[src/rtl/vedic_rev_mul4.sv]
module rev_feynman (
  input  logic a,
  input  logic b,
  output logic p,
  output logic q
);
  assign p = a;
  assign q = a ^ b;
endmodule

module rev_peres (
  input  logic a,
  input  logic b,
  input  logic c,
  output logic p,
  output logic q,
  output logic r
);
  assign p = a;
  assign q = a ^ b;
  assign r = (a & b) ^ c;
endmodule

module rev_hng (
  input  logic a,
  input  logic b,
  input  logic c,
  input  logic d,
  output logic p,
  output logic q,
  output logic r,
  output logic s
);
  assign p = a;
  assign q = b;
  assign r = a ^ b ^ c;
  assign s = ((a ^ b) & c) ^ (a & b) ^ d;
endmodule

module rev_ppg5 (
  input  logic a,
  input  logic b,
  input  logic c,
  input  logic d,
  input  logic e,
  output logic p,
  output logic q,
  output logic r,
  output logic s,
  output logic t
);
  assign p = a;
  assign q = b;
  assign r = c;
  assign s = (a & b) ^ d;
  assign t = (a & c) ^ e;
endmodule

module rev_ut2 (
  input  logic [1:0] x,
  input  logic [1:0] y,
  output logic [3:0] q
);
  logic [5:0] unused_g;
  logic y0c, y1c, x1c, t_mid, m_cross, hh, cy;

  rev_ppg5  u_pp (.a(x[0]), .b(y[0]), .c(y[1]), .d(1'b0), .e(1'b0),
                  .p(unused_g[0]), .q(y0c), .r(y1c), .s(q[0]), .t(t_mid));
  rev_peres u_p1 (.a(x[1]), .b(y0c), .c(1'b0), .p(x1c), .q(unused_g[1]), .r(m_cross));
  rev_peres u_p2 (.a(x1c), .b(y1c), .c(1'b0), .p(unused_g[2]), .q(unused_g[3]), .r(hh));
  rev_peres u_p3 (.a(t_mid), .b(m_cross), .c(1'b0), .p(unused_g[4]), .q(q[1]), .r(cy));
  rev_peres u_p4 (.a(cy), .b(hh), .c(1'b0), .p(unused_g[5]), .q(q[2]), .r(q[3]));
endmodule

module rev_rca #(
  parameter int W = 4
) (
  input  logic [W-1:0] x,
  input  logic [W-1:0] y,
  output logic [W:0]   s
);
  logic [W:0]   c;
  logic [2*W-2:0] unused_g;

  assign c[0] = 1'b0;
  rev_peres u_half (.a(x[0]), .b(y[0]), .c(1'b0), .p(unused_g[0]), .q(s[0]), .r(c[1]));

  for (genvar i = 1; i < W; i++) begin : g_full
    rev_hng u_fa (.a(x[i]), .b(y[i]), .c(c[i]), .d(1'b0),
                  .p(unused_g[2*i-1]), .q(unused_g[2*i]), .r(s[i]), .s(c[i+1]));
  end

  assign s[W] = c[W];
endmodule

module vedic_rev_mul4 (
  input  logic [3:0] a_i,
  input  logic [3:0] b_i,
  output logic [7:0] p_o
);
  localparam int UT_GATES = 5;
  localparam int UT_CONST = 6;
  localparam int UT_GARB  = 6;
  localparam int UT_QC    = 26;
  localparam int COPIES   = 8;
  localparam int ZERO_EXT = 4;

  function automatic int rca_gates(int w); return w; endfunction
  function automatic int rca_garb(int w);  return 1 + 2 * (w - 1); endfunction
  function automatic int rca_qc(int w);    return 4 + 6 * (w - 1); endfunction

  localparam int COST_GATES   = 4 * UT_GATES + COPIES + 2 * rca_gates(4) + rca_gates(5) + 1;
  localparam int COST_CONST   = 4 * UT_CONST + COPIES + 2 * rca_gates(4) + rca_gates(5) + ZERO_EXT;
  localparam int COST_GARBAGE = 4 * UT_GARB + 2 * rca_garb(4) + rca_garb(5) + 2;
  localparam int COST_QC      = 4 * UT_QC + COPIES + 2 * rca_qc(4) + rca_qc(5) + 1;

  logic [3:0] a_x, a_y, b_x, b_y;
  logic [3:0] q0, q1, q2, q3;
  logic [4:0] s1, s2;
  logic [5:0] v, s3;
  logic       top_bit;
  logic [1:0] unused_top;

  for (genvar k = 0; k < 4; k++) begin : g_copy
    rev_feynman u_ca (.a(a_i[k]), .b(1'b0), .p(a_x[k]), .q(a_y[k]));
    rev_feynman u_cb (.a(b_i[k]), .b(1'b0), .p(b_x[k]), .q(b_y[k]));
  end

  rev_ut2 u_q0 (.x(a_x[1:0]), .y(b_x[1:0]), .q(q0));
  rev_ut2 u_q1 (.x(a_x[3:2]), .y(b_y[1:0]), .q(q1));
  rev_ut2 u_q2 (.x(a_y[1:0]), .y(b_x[3:2]), .q(q2));
  rev_ut2 u_q3 (.x(a_y[3:2]), .y(b_y[3:2]), .q(q3));

  rev_rca #(.W(4)) u_add1 (.x({2'b00, q0[3:2]}), .y(q1), .s(s1));
  rev_rca #(.W(4)) u_add2 (.x({2'b00, q2[3:2]}), .y(q3), .s(s2));

  assign v = {s2[3:0], q2[1:0]};
  assign unused_top[1] = s2[4];

  rev_rca #(.W(5)) u_add3 (.x(s1), .y(v[4:0]), .s(s3));
  rev_feynman u_msb (.a(s3[5]), .b(v[5]), .p(unused_top[0]), .q(top_bit));

  assign p_o = {top_bit, s3[4:0], q0[1:0]};
endmodule

[config.mk]
export PLATFORM = sky130hd
export DESIGN_NAME = vedic_rev_mul4
export DESIGN_NICKNAME = d
export VERILOG_FILES = /design/src/rtl/vedic_rev_mul4.sv
export SDC_FILE = /design/constraint.sdc
export NUM_CORES = 1
export LEC_CHECK = 0
export ABC_CLOCK_PERIOD_IN_PS = 5060
export BUFFER_PORTS_ARGS = -buffer_cell sky130_fd_sc_hd__buf_2
export CORE_AREA = 2 2 39 41
export DETAILED_ROUTE_END_ITERATION = 16
export DIE_AREA = 0 0 41 43
export PLACE_DENSITY = 0.7
export SLEW_MARGIN = 40
export SYNTH_ARGS = -nofsm -noshare
export SYNTH_HDL_FRONTEND = slang
export SYNTH_SLANG_ARGS = --single-unit
[constraint.sdc]
create_clock -name vclk -period 5.06
set_input_delay 0.506 -clock vclk [all_inputs]
set_output_delay 0.506 -clock vclk [all_outputs]
set_load 0.02 [all_outputs]
Yosys cells after proc, flatten, opt, wreduce, memory -nomap -nowiden. Cells that the tools add are included.

Register bits: 0. Output and inout port bits: 8. Bits of input ports: 8. Word-level logic and storage cells: 76.

Bitwise logic cells: 76.

Operator list (number): 1-bit bitwise AND (42); 1-bit XOR (34).

Longest topological paths before layout.
Depth in word-level cells: 15. Gate-level depth with buffers: 13. Gate-level depth less buffers: 12.

Cells and area by module. From an unflattened synthesis, not the netlist that was laid out.

Cells, all modules: 195. Area, all modules: 1531.5 µm².

Modules (own cells, without submodules): rev_hng (area each 58.8 µm², cells each 8, seq. area each 0.0 µm², instances 10); rev_peres (area each 28.8 µm², cells each 3, seq. area each 0.0 µm², instances 19); rev_ppg5 (area each 47.5 µm², cells each 7, seq. area each 0.0 µm², instances 4); rev_feynman (area each 16.3 µm², cells each 2, seq. area each 0.0 µm², instances 9); rev_rca (area each 11.3 µm², cells each 2, seq. area each 0.0 µm², instances 3); rev_ut2 (area each 3.8 µm², cells each 1, seq. area each 0.0 µm², instances 4); vedic_rev_mul4 (area each 11.3 µm², cells each 2, seq. area each 0.0 µm², instances 1).

Worst setup path after synthesis. Ideal clock, no wire load.

Kind: input to output. From: input port b_i[1]. To: output port p_o[7]. Arrival time: 3.650 ns. Setup slack: 0.904 ns. Stages on the path: 12. Buffers on the path: 1. Data required time: 4.554 ns. Path through: and2_1 ha_1 ha_1 ha_1 inv_1 fa_1 fa_1 fa_1 fa_1 fa_1 xor2_1 buf_4.

Cells in the longest elaborated chain, start to end: 15. Elaborated cells on any way between the ends: 40. Classes of those cells: 40 x bitwise.

Ends and longest elaborated chain: start: declaration (line 98) `input logic [3:0] b_i,`; 1-bit bitwise AND (line 56) `assign t = (a & c) ^ e;`; 1-bit bitwise AND (line 21) `assign r = (a & b) ^ c;`; 1-bit bitwise AND or 1-bit XOR (tied branches) (line 21, 20); 1-bit XOR or 1-bit bitwise AND (tied branches) (line 36, 37, 21); 1-bit bitwise AND or 1-bit XOR (tied branches) (line 37, 36); 1-bit XOR (line 37) `assign s = ((a ^ b) & c) ^ (a & b) ^ d;`; 1-bit XOR or 1-bit bitwise AND (tied branches) (line 36, 37); 1-bit XOR (line 37); 1-bit bitwise AND (line 37); 1-bit XOR (line 37); 1-bit bitwise AND (line 37); 1-bit XOR (line 37); 1-bit bitwise AND (line 37); 1-bit XOR (*) (line 37); 1-bit XOR (*) (line 8) `assign q = a ^ b;`; end: declaration (line 99) `output logic [7:0] p_o`.

Every way passes the cells marked *; elsewhere a longest branch is shown, timed or not.

Worst setup path in the final report. Ends and elaborated chain as after synthesis.

==> out/results.ini <==
[worst_hold_path]
hold_path_class=input port to primary output

[status]
status=finished, final reports clean

[timing]
hold_viol_final=0
max_freq_ghz=0.228
maxSlewHeadroom_pct=92.2
holdWs_ps=1370
min_period_ps=4390
rsz0062_at_grt=false
setup-tns-final_ps=0
finalWorstSetupSlack_ps=669
report.final.slew_viol_count=0
worst_slew_pin_slew_ps=117
timing.final.crit_share_pct=86.8
finalSetupViolCount=0

[route]
routedWlPerCell_um=8.36
drt-pass1-iter-count=2
routed_wl_um=719
drt_iter0_markers=2
avgViaCountPerCell=4.28
final_antenna_net_count=0
num_vias=368
drcViolationCount=0

[global_route]
grt_pass1_wl_um=1330
grt_max_degree=6
grt_usage_pct=10.5
first_global_vias=349
overflow=0
antenna_found_initial=0

[worst_setup_path]
path_class=input port to primary output
crit_chain=buf_2 -> and2_1 -> ha_1 -> ha_1 -> ha_1 -> inv_1 -> fa_1 -> fa_1 -> fa_1 -> fa_1 -> fa_1 -> xor2_1 -> buf_2
required_ps=4550
crit_path_start_kind=input port
critPathBufInv=3
end_kind=primary output
cp_slowest_cell=fa_1
cp_slowest_stage_delay_ps=460
crit_fanout=5
critPathTopFamily=adder cells
worst_path_most_repeated_cell=fa_1
cp.arrival_ps=3880

[placement]
place.gp.congestion=0.687
place_area_sq_um=581
port_buffers=16
dp_hpwl_um=751
pre_cts_ws_ps=623

[power_and_ir_drop]
p_leak_nw=0.326
irDropWorstVdd_mv=0.0297
p_per_area_nw_per_um2=111
p_total_w=0.0000647

[flow_run]
maxCapViolCount=0

[synthesis]
netlist_area_sq_um=541
yosysSeqAreaShare_pct=0
ys_warn_count=0
synthCells=62
ys_types=7
syn_nets=90
synth.avg_cell_area_sq_um=8.72

[final_layout]
n_sequential_cell=0
register_area_sq_um=0
nets=100
design_area_sq_um=581
drive_gt1_share_pct=22.9
n_antenna_cell=0
area_growth_pct=7.41
nClkBuffers=0

[die]
core_area_sq_um=1380
row_count=14
start_util_pct=39.1
dieArea_sq_um=1760
die_h_um=43
ios=16
die_w_um=41

[clock_tree]
hold_buffers=0
post_cts_buffers=0
postCtsResizedCells=0

-- per-stage QoR --
stage	cells	utilization [%]
2_1_floorplan	62	-
3_3_place_gp	86	42.0
3_5_place_dp	86	42.0
4_1_cts	86	42.0
5_1_grt	86	42.0
6_report	86	42.0
-- Yosys cell counts (all sizes together) --
library cell	number	area (sq um)
fa	8	160
buf	8	60.1
xor2	1	8.76
ha	12	150
inv	16	60.1
nand2	2	7.51
and2	15	93.8
-- logic make-up (layout without fill, tap and decap cells) --
kind of cell | count (synthesis) | after routing | synth area share, %
buffers and inverters | 24 | 32 | 22.2
and+or+nand+nor | 17 | 17 | 18.8
xor gates and xnor gates | 1 | 1 | 1.62
adders and majority gates | 20 | 20 | 57.4
-- path summary, 6_finish.rpt --
kind | from | endpoint | slack [ps] | depth (start not counted)
max | b_i[1] | p_o[7] | 670 | 13
min | b_i[0] | p_o[0] | 1370 | 3
-- cell type report --
cell class	instances	area, sq um
fill	151	803
inverter	16	60.1
multi-input combinational	38	420
tap	16	20.0
timing repair buffer	16	80.1
-- per-layer routing --
metal	global-route usage [%]	share of wire, %	vias to the layer above
li1	-	-	188
met1	14.1	40	173
met2	19.1	55	7
met3	0	4.3	0
met4	0	0	0
met5	0	0	-
-- where the power goes --
group	leakage (nW)	switching (W)	total (W)	internal (W)
clock	0	0	0	0
sequential	0	0	0	0
combinational	0.326	0.0000392	0.0000647	0.0000256
total	0.326	0.0000392	0.0000647	0.0000256
-- placed cells by master (no fill, tap or decap) --
master,n
inv_1,16
buf_2,16
and2_1,15
ha_1,12
fa_1,8
nand2_1,2
xor2_1,1
(Power assumes the default switching activity.)
